===== src/rtl/cac_pkg.sv =====
package cac_pkg;
  typedef enum logic [1:0] {
    ACT_HOLD  = 2'd0,
    ACT_COUNT = 2'd1,
    ACT_LOAD  = 2'd2,
    ACT_CLEAR = 2'd3
  } cac_act_e;
endpackage


===== src/rtl/cac_ctl.sv =====
module cac_ctl
  import cac_pkg::*;
(
  input  logic     clr_i,
  input  logic     ld_i,
  input  logic     en_i,
  output cac_act_e act_o
);
  always_comb begin
    if (clr_i)     act_o = ACT_CLEAR;
    else if (ld_i) act_o = ACT_LOAD;
    else if (en_i) act_o = ACT_COUNT;
    else           act_o = ACT_HOLD;
  end

  always_comb begin
    if (clr_i) assert (act_o == ACT_CLEAR) else $error("p_clear_wins_r2");
  end
endmodule


===== src/rtl/cac_next.sv =====
module cac_next
  import cac_pkg::*;
#(
  parameter int WIDTH = 5
) (
  input  cac_act_e          act_i,
  input  logic [WIDTH-1:0]  cur_i,
  input  logic [WIDTH-1:0]  ld_data_i,
  output logic [WIDTH-1:0]  nxt_o
);
  always_comb begin
    unique case (act_i)
      ACT_CLEAR: nxt_o = '0;
      ACT_LOAD:  nxt_o = ld_data_i;
      ACT_COUNT: nxt_o = cur_i + WIDTH'(1);
      default:   nxt_o = cur_i;
    endcase
  end
endmodule


===== src/rtl/cac_carry_ahead.sv =====
module cac_carry_ahead
  import cac_pkg::*;
#(
  parameter int WIDTH = 5
) (
  input  cac_act_e          act_i,
  input  logic [WIDTH-1:0]  cur_i,
  input  logic [WIDTH-1:0]  ld_data_i,
  output logic              carry_nxt_o
);
  localparam logic [WIDTH-1:0] TOP     = {WIDTH{1'b1}};
  localparam logic [WIDTH-1:0] PRE_TOP = TOP - WIDTH'(1);

  always_comb begin
    unique case (act_i)
      ACT_CLEAR: carry_nxt_o = 1'b0;
      ACT_LOAD:  carry_nxt_o = (ld_data_i == TOP);
      ACT_COUNT: carry_nxt_o = (cur_i == PRE_TOP);
      default:   carry_nxt_o = (cur_i == TOP);
    endcase
  end
endmodule


===== src/rtl/cac_counter.sv =====
module cac_counter
  import cac_pkg::*;
#(
  parameter int WIDTH     = 5,
  parameter bit REG_CARRY = 1'b1
) (
  input  logic             clk,
  input  logic             rst_n,
  input  logic             clr_i,
  input  logic             ld_i,
  input  logic             en_i,
  input  logic [WIDTH-1:0] ld_data_i,
  output logic [WIDTH-1:0] count_o,
  output logic             carry_o
);
  localparam logic [WIDTH-1:0] TOP = {WIDTH{1'b1}};

  cac_act_e         act;
  logic [WIDTH-1:0] cnt_q;
  logic [WIDTH-1:0] cnt_nxt;

  cac_ctl u_ctl (
    .clr_i (clr_i),
    .ld_i  (ld_i),
    .en_i  (en_i),
    .act_o (act)
  );

  cac_next #(.WIDTH(WIDTH)) u_next (
    .act_i     (act),
    .cur_i     (cnt_q),
    .ld_data_i (ld_data_i),
    .nxt_o     (cnt_nxt)
  );

  always_ff @(posedge clk or negedge rst_n) begin
    if (!rst_n) cnt_q <= '0;
    else        cnt_q <= cnt_nxt;
  end

  assign count_o = cnt_q;

  generate
    if (REG_CARRY) begin : g_reg_carry
      logic carry_nxt;
      logic carry_q;

      cac_carry_ahead #(.WIDTH(WIDTH)) u_ahead (
        .act_i       (act),
        .cur_i       (cnt_q),
        .ld_data_i   (ld_data_i),
        .carry_nxt_o (carry_nxt)
      );

      always_ff @(posedge clk or negedge rst_n) begin
        if (!rst_n) carry_q <= 1'b0;
        else        carry_q <= carry_nxt;
      end

      assign carry_o = carry_q;

      p_carry_tracks_top_r5: assert property (@(posedge clk) disable iff (!rst_n)
        carry_o == (count_o == TOP));
      p_load_top_carry_r9: assert property (@(posedge clk) disable iff (!rst_n)
        (!clr_i && ld_i && ld_data_i == TOP) |=> carry_o);
      p_wrap_drops_r6: assert property (@(posedge clk) disable iff (!rst_n)
        (!clr_i && !ld_i && en_i && count_o == TOP) |=> !carry_o);
    end else begin : g_comb_carry
      assign carry_o = en_i && (cnt_q == TOP);
    end
  endgenerate

  p_clear_r2: assert property (@(posedge clk) disable iff (!rst_n)
    clr_i |=> (count_o == '0));
  p_load_r3: assert property (@(posedge clk) disable iff (!rst_n)
    (!clr_i && ld_i) |=> (count_o == $past(ld_data_i)));
  p_step_r4: assert property (@(posedge clk) disable iff (!rst_n)
    (!clr_i && !ld_i && en_i) |=> (count_o == $past(count_o) + WIDTH'(1)));
  p_hold_r4: assert property (@(posedge clk) disable iff (!rst_n)
    (!clr_i && !ld_i && !en_i) |=> $stable(count_o));
endmodule


===== config.mk =====
export PLATFORM = sky130hd
export DESIGN_NAME = cac_counter
export DESIGN_NICKNAME = d
export VERILOG_FILES = /design/src/rtl/cac_pkg.sv /design/src/rtl/cac_ctl.sv /design/src/rtl/cac_next.sv /design/src/rtl/cac_carry_ahead.sv /design/src/rtl/cac_counter.sv
export SDC_FILE = /design/constraint.sdc
export NUM_CORES = 1
export LEC_CHECK = 0
export BUFFER_PORTS_ARGS = -buffer_cell sky130_fd_sc_hd__clkbuf_2
export CORE_AREA = 2 2 39 41
export CTS_BUF_LIST = sky130_fd_sc_hd__clkbuf_2
export CTS_CLUSTER_DIAMETER = 60
export DETAILED_ROUTE_END_ITERATION = 8
export DIE_AREA = 0 0 41 43
export PLACE_DENSITY = 0.61
export SETUP_SLACK_MARGIN = 0.1
export SYNTH_ARGS = -nofsm -noshare
export SYNTH_HDL_FRONTEND = slang
export SYNTH_SLANG_ARGS = --single-unit

===== constraint.sdc =====
create_clock -name clk -period 3 [get_ports clk]
set_input_delay 0.3 -clock clk [delete_from_list [all_inputs] [get_ports clk]]
set_output_delay 0.3 -clock clk [all_outputs]
set_load 0.005 [all_outputs]

==> results of run 1 <==
cell usage after synthesis:
cell      number  share of area (%)
dfrtp_1        6                 36
ha_1           5                 15
inv_1          5                4.5
a21oi_1        3                3.6
nand2_1        3                2.7
o31ai_1        3                5.5
a21o_1         2                3.6
a221o_1        2                4.8
a22oi_1        2                3.6
nand3_1        2                2.4
nand4_1        2                3.0
nor3b_1        2                3.6
nor4_1         2                3.0
buf_2          1                1.2
nand2b_1       1                1.5
nor2_1         1               0.91
nor2b_1        1                1.5
o21ai_0        1                1.2
or3_1          1                1.5
final timing paths:
path	slack [ns]	startpoint	to	cells past startpoint
setup / recovery	1.47	ld_i	count_o[4]$_DFFE_PN0P_	6
hold / removal	0.32	ld_data_i[2]	count_o[2]$_DFFE_PN0P_	3
setup reg to reg	1.64	count_o[0]$_DFFE_PN0P_	count_o[4]$_DFFE_PN0P_	4
hold reg to reg	0.56	count_o[1]$_DFFE_PN0P_	count_o[1]$_DFFE_PN0P_	2
max in group asynchronous	2.41	rst_n	carry_o$_DFF_PN0_	2
min in group asynchronous	0.43	rst_n	count_o[4]$_DFFE_PN0P_	2
power breakdown:
| part | leakage [nW] | total (mW) | internal, mW | switching [mW] |
|---|---|---|---|---|
| clock network | 0.0125 | 0.0553 | 0.0271 | 0.0282 |
| logic | 0.178 | 0.0362 | 0.0177 | 0.0185 |
| registers | 0.0823 | 0.0901 | 0.0847 | 0.00539 |
registers in the layout, summed over array words and instances, names as in the netlist:
signal and flops:
carry_o 1, count_o 5
cell families after synthesis:
logic type | count (synthesis) | share of synthesized area (%)
AOI/OAI and AO/OA | 13 | 22.4
and+or+nand+nor | 15 | 20.3
DFF | 6 | 36.4
adders and majority gates | 5 | 15.2
buffers and inverters | 6 | 5.76
worst reg2reg max path: stages, from the launching register on:
cell     delay [ns]
dfrtp_1        0.42
ha_1           0.21
nand3_1        0.11
a21o_1         0.20
a221o_1        0.31
layer usage:
layer	share of wire (%)	wire length (um)	vias to the layer above	global-route usage, %
li1	-	-	205	-
met1	41	380	180	12.5
met2	51	474	13	19.4
met3	4.1	38	4	1.57
met4	4.4	41	0	16.7
met5	0	0	-	0
layout make-up:
type	instances	share of cell area, %
Sequential cell	6	28.4
Clock buffer	3	2.84
Multi-Input combinational cell	33	45.3
Tap cell	16	3.79
Timing Repair Buffer	16	16.1
Inverter	5	3.55
==> metrics, run 1 <==
RSZ-0062 raised after global routing=no; Yosys Warn Count=0; Area Growth Syn to Fin=27.9%; final net count=80; post-synth cell types=19; CTS resizes=0; Post-CTS Hold Fix Bufs=1; P_leak=0.273 nW; Cell Rows=14; Cells after DPL=75; DR pass1 iterations=4; Clock Latency Late Sink=0.22 ns; Num CTS Buffers=3; Syn Inst Count=45; CP Max Fanout=11; area of the mapped netlist=413 um2; Rel. slew slack=73.4%; IR Drop Worst-Case VDD=0.0807 mV; Final Hold Vio Count=0; ANT cells=0; DRT antenna net count=0; CP Cell Sequence=clkbuf_2 -> inv_1 -> a21oi_1 -> ha_1 -> nor3b_1 -> a221o_1; pin count of the biggest net entering global routing=12; GRT Util Overall=about an eighth; Top delay family on crit path=compound AO/OA/AOI/OAI gates; sequential element share of the synthesized area=36.4%; Setup Crit Path Kind=input pin to flop; Slowest-stage cell, CP=ha_1; register area=between 150 and 200 um2; critical path capture point type=flop; Worst-Margin Slew=0.397 ns; status=finished clean; 1st-iter DRT viols=12; die area=1760 um2; min Tclk post-route=1.53 ns; CTS tree=built; Finished Layout Cells=79; total number of vias=402; CP Launch Type=input pin; Post-CTS Setup Bufs=0; syn nets=60; final instance area=528 um2; die extent in x=between 40 and 50 um; clock sink total=6; final design utilization=38.2%; share of cells above drive strength 1=between 20% and 30%; Clock Skew=0.0103 ns; initial antenna violation count=0; Yosys reg bits=6; WL/cell=approximately 12 um; number of max-cap violations=0; worst hold path type=input pin to flop; CTS H-Tree Depth=1; I/O pin total=16; final critical-path share of the clock period=51.0%; Fillers=~140; Final TNS setup=0 ns; slowest stage delay, CP=roughly 0.42 ns; clock slew at reported path FFs=0.06 ns; count of buffers from port buffering=15; most frequent cells in the layout=clkbuf_2, dfrtp_1, inv_1, ha_1; Die Y-Extent=roughly 43 um; routability cong.=0.802; DP HPWL=about 750 um; Area after DPL=503 um2; Tot Pwr=between 0.15 and 0.2 mW; number of global-route vias before repair=388; CP required=approximately 3.1 ns; WHS=around 0.32 ns; first-pass GRT wire length=1460 um; Placeable Area=1380 um2; Final Max Tran Viols=0; Root Driver=clkbuf_2; Pwr Density=344 nW/um2; Setup-failing EPs final=0; Place WS=between 1 and 1.5 ns; crit path buf inv count=2; Arr. time, crit path=1.63 ns; fmax=0.654 GHz; syn_area_per_cell=9.18 um2; final setup margin=1.47 ns; initial core utilization=29.8%; area of the multi-input gates=around 240 um2; most common cell after layout, fill and taps aside=clkbuf_2; vias per cell=about 5.1; CTS Buffer Depth=2; GRT overflow=0; Total Routed Length=934 um; detailed-route DRC error count=0
No activity file was read; power rests on OpenSTA's default activity.
==> run 2, diff against run 1 <==
--- a/config.mk
+++ b/config.mk
@@ -11,7 +11,7 @@
 export CTS_CLUSTER_DIAMETER = 60
 export DETAILED_ROUTE_END_ITERATION = 8
 export DIE_AREA = 0 0 41 43
-export PLACE_DENSITY = 0.61
+export PLACE_DENSITY = 0.63
 export SETUP_SLACK_MARGIN = 0.1
 export SYNTH_ARGS = -nofsm -noshare
 export SYNTH_HDL_FRONTEND = slang
==> constraint.sdc (replaced) <==
create_clock -name clk -period 1.3 [get_ports clk]
set_input_delay 0.13 -clock clk [delete_from_list [all_inputs] [get_ports clk]]
set_output_delay 0.13 -clock clk [all_outputs]
set_load 0.005 [all_outputs]
==> run 2 against run 1 <==
Effect of this change: worst setup slack lost 1.4 ns; power grew to 2.7 times the previous value; die area is the same; routed wire length grew 25%; flip-flop and latch count is the same; via count grew 15%; clock skew shrank 0.0067 ns; sequential share of layout area shrank 8.0 points; utilization grew 15 points; worst hold slack lost 0.13 ns.
==> metrics, run 2 (same netlist as run 1, synthesis figures left out) <==
max FFs per register=5 (unchanged); Setup Crit Path Kind=flop to flop (was input pin to flop); count of buffers from port buffering=15 (unchanged); DRT antenna net count=0 (unchanged); die area=1760 um2 (unchanged); P_leak=0.350 nW (was 0.273 nW); RSZ-0062 raised after global routing=yes (was no); most common cell after layout, fill and taps aside=clkbuf_2 (unchanged); final design utilization=53.2% (was 38.2%); critical path capture point type=flop (unchanged); Root Driver=clkbuf_2 (unchanged); grt met3 use=1.57% (unchanged); detailed-route DRC error count=0 (unchanged); Final Hold Vio Count=0 (unchanged); Pwr Density=655 nW/um2 (was 344 nW/um2); CP required=1.39 ns (was 3.10 ns); WHS=0.194 ns (was 0.322 ns); final setup margin=0.0575 ns (was 1.47 ns); Arr. time, crit path=1.33 ns (was 1.63 ns); final critical-path share of the clock period=a little over nine tenths; first-pass GRT wire length=1740 um (was 1460 um); CP Max Fanout=2 (was 11); status=finished clean (unchanged); number of global-route vias before repair=432 (was 388); CTS Buffer Depth=2 (unchanged); Worst path depth=4 (was 6); Die Y-Extent=43 um (unchanged); Cell Rows=14 (unchanged); GRT Util Overall=14.1% (was 13.0%); final net count=93 (was 80); Rel. slew slack=84.5% (was 73.4%); slowest stage delay, CP=0.41 ns (was 0.42 ns); Num CTS Buffers=3 (unchanged); vias per cell=5.03 (was 5.09); cells on worst reg2reg path=4 (unchanged); Fillers=131 (was 141); initial core utilization=29.8% (unchanged); Clock Latency Late Sink=0.21 ns (was 0.22 ns); 1st-iter DRT viols=9 (was 12); Final Max Tran Viols=0 (unchanged); met1 GRT Util=17.8% (was 12.5%); CP Launch Type=flop (was input pin); crit path buf inv count=0 (was 2); worst hold path type=input pin to flop (unchanged); hold path cells=2 (was 3); share of cells above drive strength 1=60.5% (was 28.6%); pin count of the biggest net entering global routing=7 (was 12); global routing's busiest layer=met2 (unchanged); Top delay family on crit path=compound AO/OA/AOI/OAI gates (unchanged); Slowest-stage cell, CP=dfrtp_1 (was ha_1); min Tclk post-route=1.24 ns; DR pass1 iterations=4 (unchanged); initial antenna violation count=0 (unchanged); Place WS=-0.179 ns (was 1.25 ns); number of max-cap violations=0 (unchanged); DP HPWL=893 um (was 753 um); I/O pin total=16 (unchanged); clock slew at reported path FFs=0.05 ns (was 0.06 ns); total number of vias=463 (was 402); area of the multi-input gates=337 um2 (was 239 um2); Setup-failing EPs final=0 (unchanged); WL/cell=12.7 um (was 11.8 um); Total Routed Length=1170 um (was 934 um); Area Growth Syn to Fin=78.2% (was 27.9%); routability cong.=0.825 (was 0.802); GRT overflow=0 (unchanged); most frequent cells in the layout=clkbuf_2, buf_4, dfrtp_1 (was clkbuf_2, dfrtp_1, inv_1, ha_1); Cells after DPL=86 (was 75); Placeable Area=1380 um2 (unchanged); Worst-Margin Slew=0.230 ns (was 0.397 ns); CTS tree=built (unchanged); Finished Layout Cells=92 (was 79); CP Cell Sequence=ha_4 -> nand3_4 -> a21o_1 -> a221o_1 (was clkbuf_2 -> inv_1 -> a21oi_1 -> ha_1 -> nor3b_1 -> a221o_1); die extent in x=41 um (unchanged); ANT cells=0 (unchanged); register area=150 um2 (unchanged); clock sink total=6 (unchanged); fmax=0.805 GHz; IR Drop Worst-Case VDD=0.262 mV (was 0.0807 mV); met2 Use GR=21.9% (was 19.4%); CTS H-Tree Depth=1 (unchanged); Clock Skew=0.00357 ns (was 0.0103 ns)
[run 2: worst reg2reg max path, delay by kind of cell, from the launching register on]
family / cells / cell delay (ns)
compound gates: 2 / 0.45
fa+ha+maj: 1 / 0.18
flops: 1 / 0.41
simple gates: 1 / 0.08
[run 2: final timing paths]
check                                             from                      to  slack, ns
worst min-delay path                      ld_data_i[3]  count_o[3]$_DFFE_PN0P_       0.19
worst max register to register  count_o[0]$_DFFE_PN0P_  count_o[4]$_DFFE_PN0P_       0.06
worst max-delay path            count_o[0]$_DFFE_PN0P_  count_o[4]$_DFFE_PN0P_       0.06
min in group asynchronous                        rst_n       carry_o$_DFF_PN0_       0.28
worst min register to register  count_o[4]$_DFFE_PN0P_  count_o[4]$_DFFE_PN0P_       0.63
max in group asynchronous                        rst_n  count_o[4]$_DFFE_PN0P_       0.87
[run 2: per-layer routing]
| metal | vias up | routed length (um) |
|---|---|---|
| li1 | 233 | - |
| met3 | 0 | 49 |
| met1 | 217 | 461 |
| met5 | - | 0 |
| met2 | 13 | 660 |
| met4 | 0 | 0 |
[run 2: layout make-up]
type / instances / area share (%)
clock buffer: 3 / 2.04
multi-input combinational: 33 / 45.7
timing repair buffer: 29 / 26.2
sequential: 6 / 20.4
tap: 16 / 2.72
inverter: 5 / 2.89
[run 2: timing repair]
item / 4_1_cts / 5_1_grt
endpoints found under the hold margin: 6 / 0
buffers inserted: 2 / 0
pin swaps: 4 / 8
hold buffers: 1 / 0
resized for setup: 2 / 14
setup endpoints to repair: 2 / 4
[run 2: report_power, final]
group	total [mW]	switching, mW	internal [mW]
registers	0.208	0.0126	0.196
clock network	0.121	0.0582	0.0624
logic	0.153	0.0690	0.0842
total	0.482	0.140	0.342
[run 2: stage by stage]
stage	power, mW	TNS, ns	area (um2)
3_5_place_dp	0.337	-0.468	624
6_report	0.482	0	736
3_3_place_gp	0.333	-0.343	624
4_1_cts	0.466	0	672
5_1_grt	0.514	-0.00916	736
2_1_floorplan	0.268	0	452
==> run 3, diff against run 2 <==
--- a/config.mk
+++ b/config.mk
@@ -6,12 +6,12 @@
 export NUM_CORES = 1
 export LEC_CHECK = 0
 export BUFFER_PORTS_ARGS = -buffer_cell sky130_fd_sc_hd__clkbuf_2
+export CAP_MARGIN = 20
 export CORE_AREA = 2 2 39 41
 export CTS_BUF_LIST = sky130_fd_sc_hd__clkbuf_2
 export CTS_CLUSTER_DIAMETER = 60
 export DETAILED_ROUTE_END_ITERATION = 8
 export DIE_AREA = 0 0 41 43
-export PLACE_DENSITY = 0.63
 export SETUP_SLACK_MARGIN = 0.1
 export SYNTH_ARGS = -nofsm -noshare
 export SYNTH_HDL_FRONTEND = slang
==> run 3 against run 2 <==
Effect of this change: flip-flop and latch count unchanged; sequential power barely moved; critical path type unchanged; die area is the same; sequential share of layout area is 1.1 points higher.
==> metrics, run 3 (same netlist as run 1, synthesis figures left out) <==
final setup margin=0.0479 ns (was 0.0575 ns); pin count of the biggest net entering global routing=11 (was 7); P_leak=0.332 nW (was 0.350 nW); 1st-iter DRT viols=16 (was 9); GRT overflow=0 (unchanged); die extent in x=41 um (unchanged); clock sink total=6 (unchanged); WL/cell=12.9 um (was 12.7 um); min Tclk post-route=1.25 ns (was 1.24 ns); Cells after DPL=85 (was 86); initial antenna violation count=0 (unchanged); share of cells above drive strength 1=60.0% (was 60.5%); Num CTS Buffers=3 (unchanged); Worst-Margin Slew=0.225 ns (was 0.230 ns); Final Max Tran Viols=0 (unchanged); final net count=92 (was 93); Setup Crit Path Kind=flop to flop (unchanged); CP Cell Sequence=ha_2 -> nand3_2 -> a21o_1 -> a221o_1 (was ha_4 -> nand3_4 -> a21o_1 -> a221o_1); number of max-cap violations=0 (unchanged); CP required=1.40 ns (was 1.39 ns); Setup-failing EPs final=0 (unchanged); worst hold path type=input pin to flop (unchanged); vias per cell=5.24 (was 5.03); Finished Layout Cells=91 (was 92); Root Driver=clkbuf_2 (unchanged); Clock Latency Late Sink=0.22 ns (was 0.21 ns); Arr. time, crit path=1.36 ns (was 1.33 ns); final critical-path share of the clock period=96.3% (was 95.6%); CP Max Fanout=2 (unchanged); clock slew at reported path FFs=0.05 ns (about the same); Placeable Area=1380 um2 (unchanged); Area Growth Syn to Fin=70.3% (was 78.2%); RSZ-0062 raised after global routing=yes (unchanged); Total Routed Length=1170 um (unchanged); Tot Pwr=0.474 mW (was 0.482 mW); Die Y-Extent=43 um (unchanged); detailed-route DRC error count=0 (unchanged); DR pass1 iterations=4 (unchanged); fmax=0.799 GHz (was 0.805 GHz); status=finished clean (unchanged); max FFs per register=5 (unchanged); first-pass GRT wire length=1660 um (was 1740 um); slowest stage delay, CP=0.37 ns (was 0.41 ns); CP Launch Type=flop (unchanged); die area=1760 um2 (unchanged); I/O pin total=16 (unchanged); DRT antenna net count=0 (unchanged); total number of vias=477 (was 463); CTS tree=built (unchanged); Pwr Density=674 nW/um2 (was 655 nW/um2); CTS H-Tree Depth=1 (unchanged); grt met3 use=1.57% (unchanged); most frequent cells in the layout=clkbuf_2, buf_4, dfrtp_1 (unchanged); IR Drop Worst-Case VDD=0.250 mV (was 0.262 mV); global routing's busiest layer=met2 (unchanged); Place WS=-0.152 ns (was -0.179 ns); routability cong.=0.786 (was 0.825); met2 Use GR=21.9% (unchanged); count of buffers from port buffering=15 (unchanged); met1 GRT Util=16.2% (was 17.8%); Rel. slew slack=85.0% (was 84.5%); number of global-route vias before repair=416 (was 432); Slowest-stage cell, CP=dfrtp_1 (unchanged); CTS Buffer Depth=2 (unchanged); ANT cells=0 (unchanged); DP HPWL=865 um (was 893 um); Cell Rows=14 (unchanged); Final Hold Vio Count=0 (unchanged); most common cell after layout, fill and taps aside=clkbuf_2 (unchanged); Clock Skew=0.000275 ns (was 0.00357 ns); GRT Util Overall=13.6% (was 14.1%); critical path capture point type=flop (unchanged); initial core utilization=29.8% (unchanged)
run 3: path summary, 6_finish.rpt:
kind,depth (start not counted),from,slack [ns],end
max in group asynchronous,2,rst_n,0.88,count_o[2]$_DFFE_PN0P_
max reg2reg,4,count_o[0]$_DFFE_PN0P_,0.05,count_o[4]$_DFFE_PN0P_
min in group asynchronous,2,rst_n,0.26,count_o[1]$_DFFE_PN0P_
min reg2reg,3,count_o[1]$_DFFE_PN0P_,0.64,count_o[1]$_DFFE_PN0P_
min,2,ld_data_i[4],0.17,count_o[4]$_DFFE_PN0P_
max,4,count_o[0]$_DFFE_PN0P_,0.05,count_o[4]$_DFFE_PN0P_
run 3: critical path, delay by kind of cell (launching register included):
kind,cells,cell delay [ns]
and+or+nand+nor,1,0.09
DFF,1,0.37
adders and majority gates,1,0.21
AOI/OAI and AO/OA,2,0.46
run 3: through the flow:
stage	area, um2	TNS, ns	hold slack (ns)	util, %
6_report	703	0	0.168	50.8
5_1_grt	703	0	0.171	50.8
2_1_floorplan	452	0	-0.166	-
4_1_cts	662	0	0.168	47.8
3_5_place_dp	617	-0.395	-0.0378	44.6
3_3_place_gp	617	-0.339	-0.0432	44.6
run 3: area by class of cell:
cell class	count	area, um2
inverter	5	21.3
timing repair buffer	28	179
clock buffer	3	15.0
fill	131	681
sequential	6	151
tap	16	20.0
multi-input combinational	33	317
run 3: timing repair:
action	CTS	global route
pin swaps	3	5
resized for setup	4	7
hold endpoints to repair	6	0
setup endpoints to repair	2	4
setup buffers	1	1
hold buffers	1	0
run 3: where the power goes:
part / leakage (nW) / total (mW) / internal, mW / switching (mW)
clock: 0.0125 / 0.128 / 0.0623 / 0.0653
combinational: 0.239 / 0.138 / 0.0735 / 0.0648
sequential: 0.0807 / 0.208 / 0.196 / 0.0124
total: 0.332 / 0.474 / 0.332 / 0.142
run 3: routing by layer:
layer  routed length, um  share of wire [%]  vias to the layer above
li1                    -                  -                      232
met1                 490                 42                      221
met2                 593                 51                       21
met3                  64                5.5                        3
met4                  23                2.0                        0
met5                   0                  0                        -
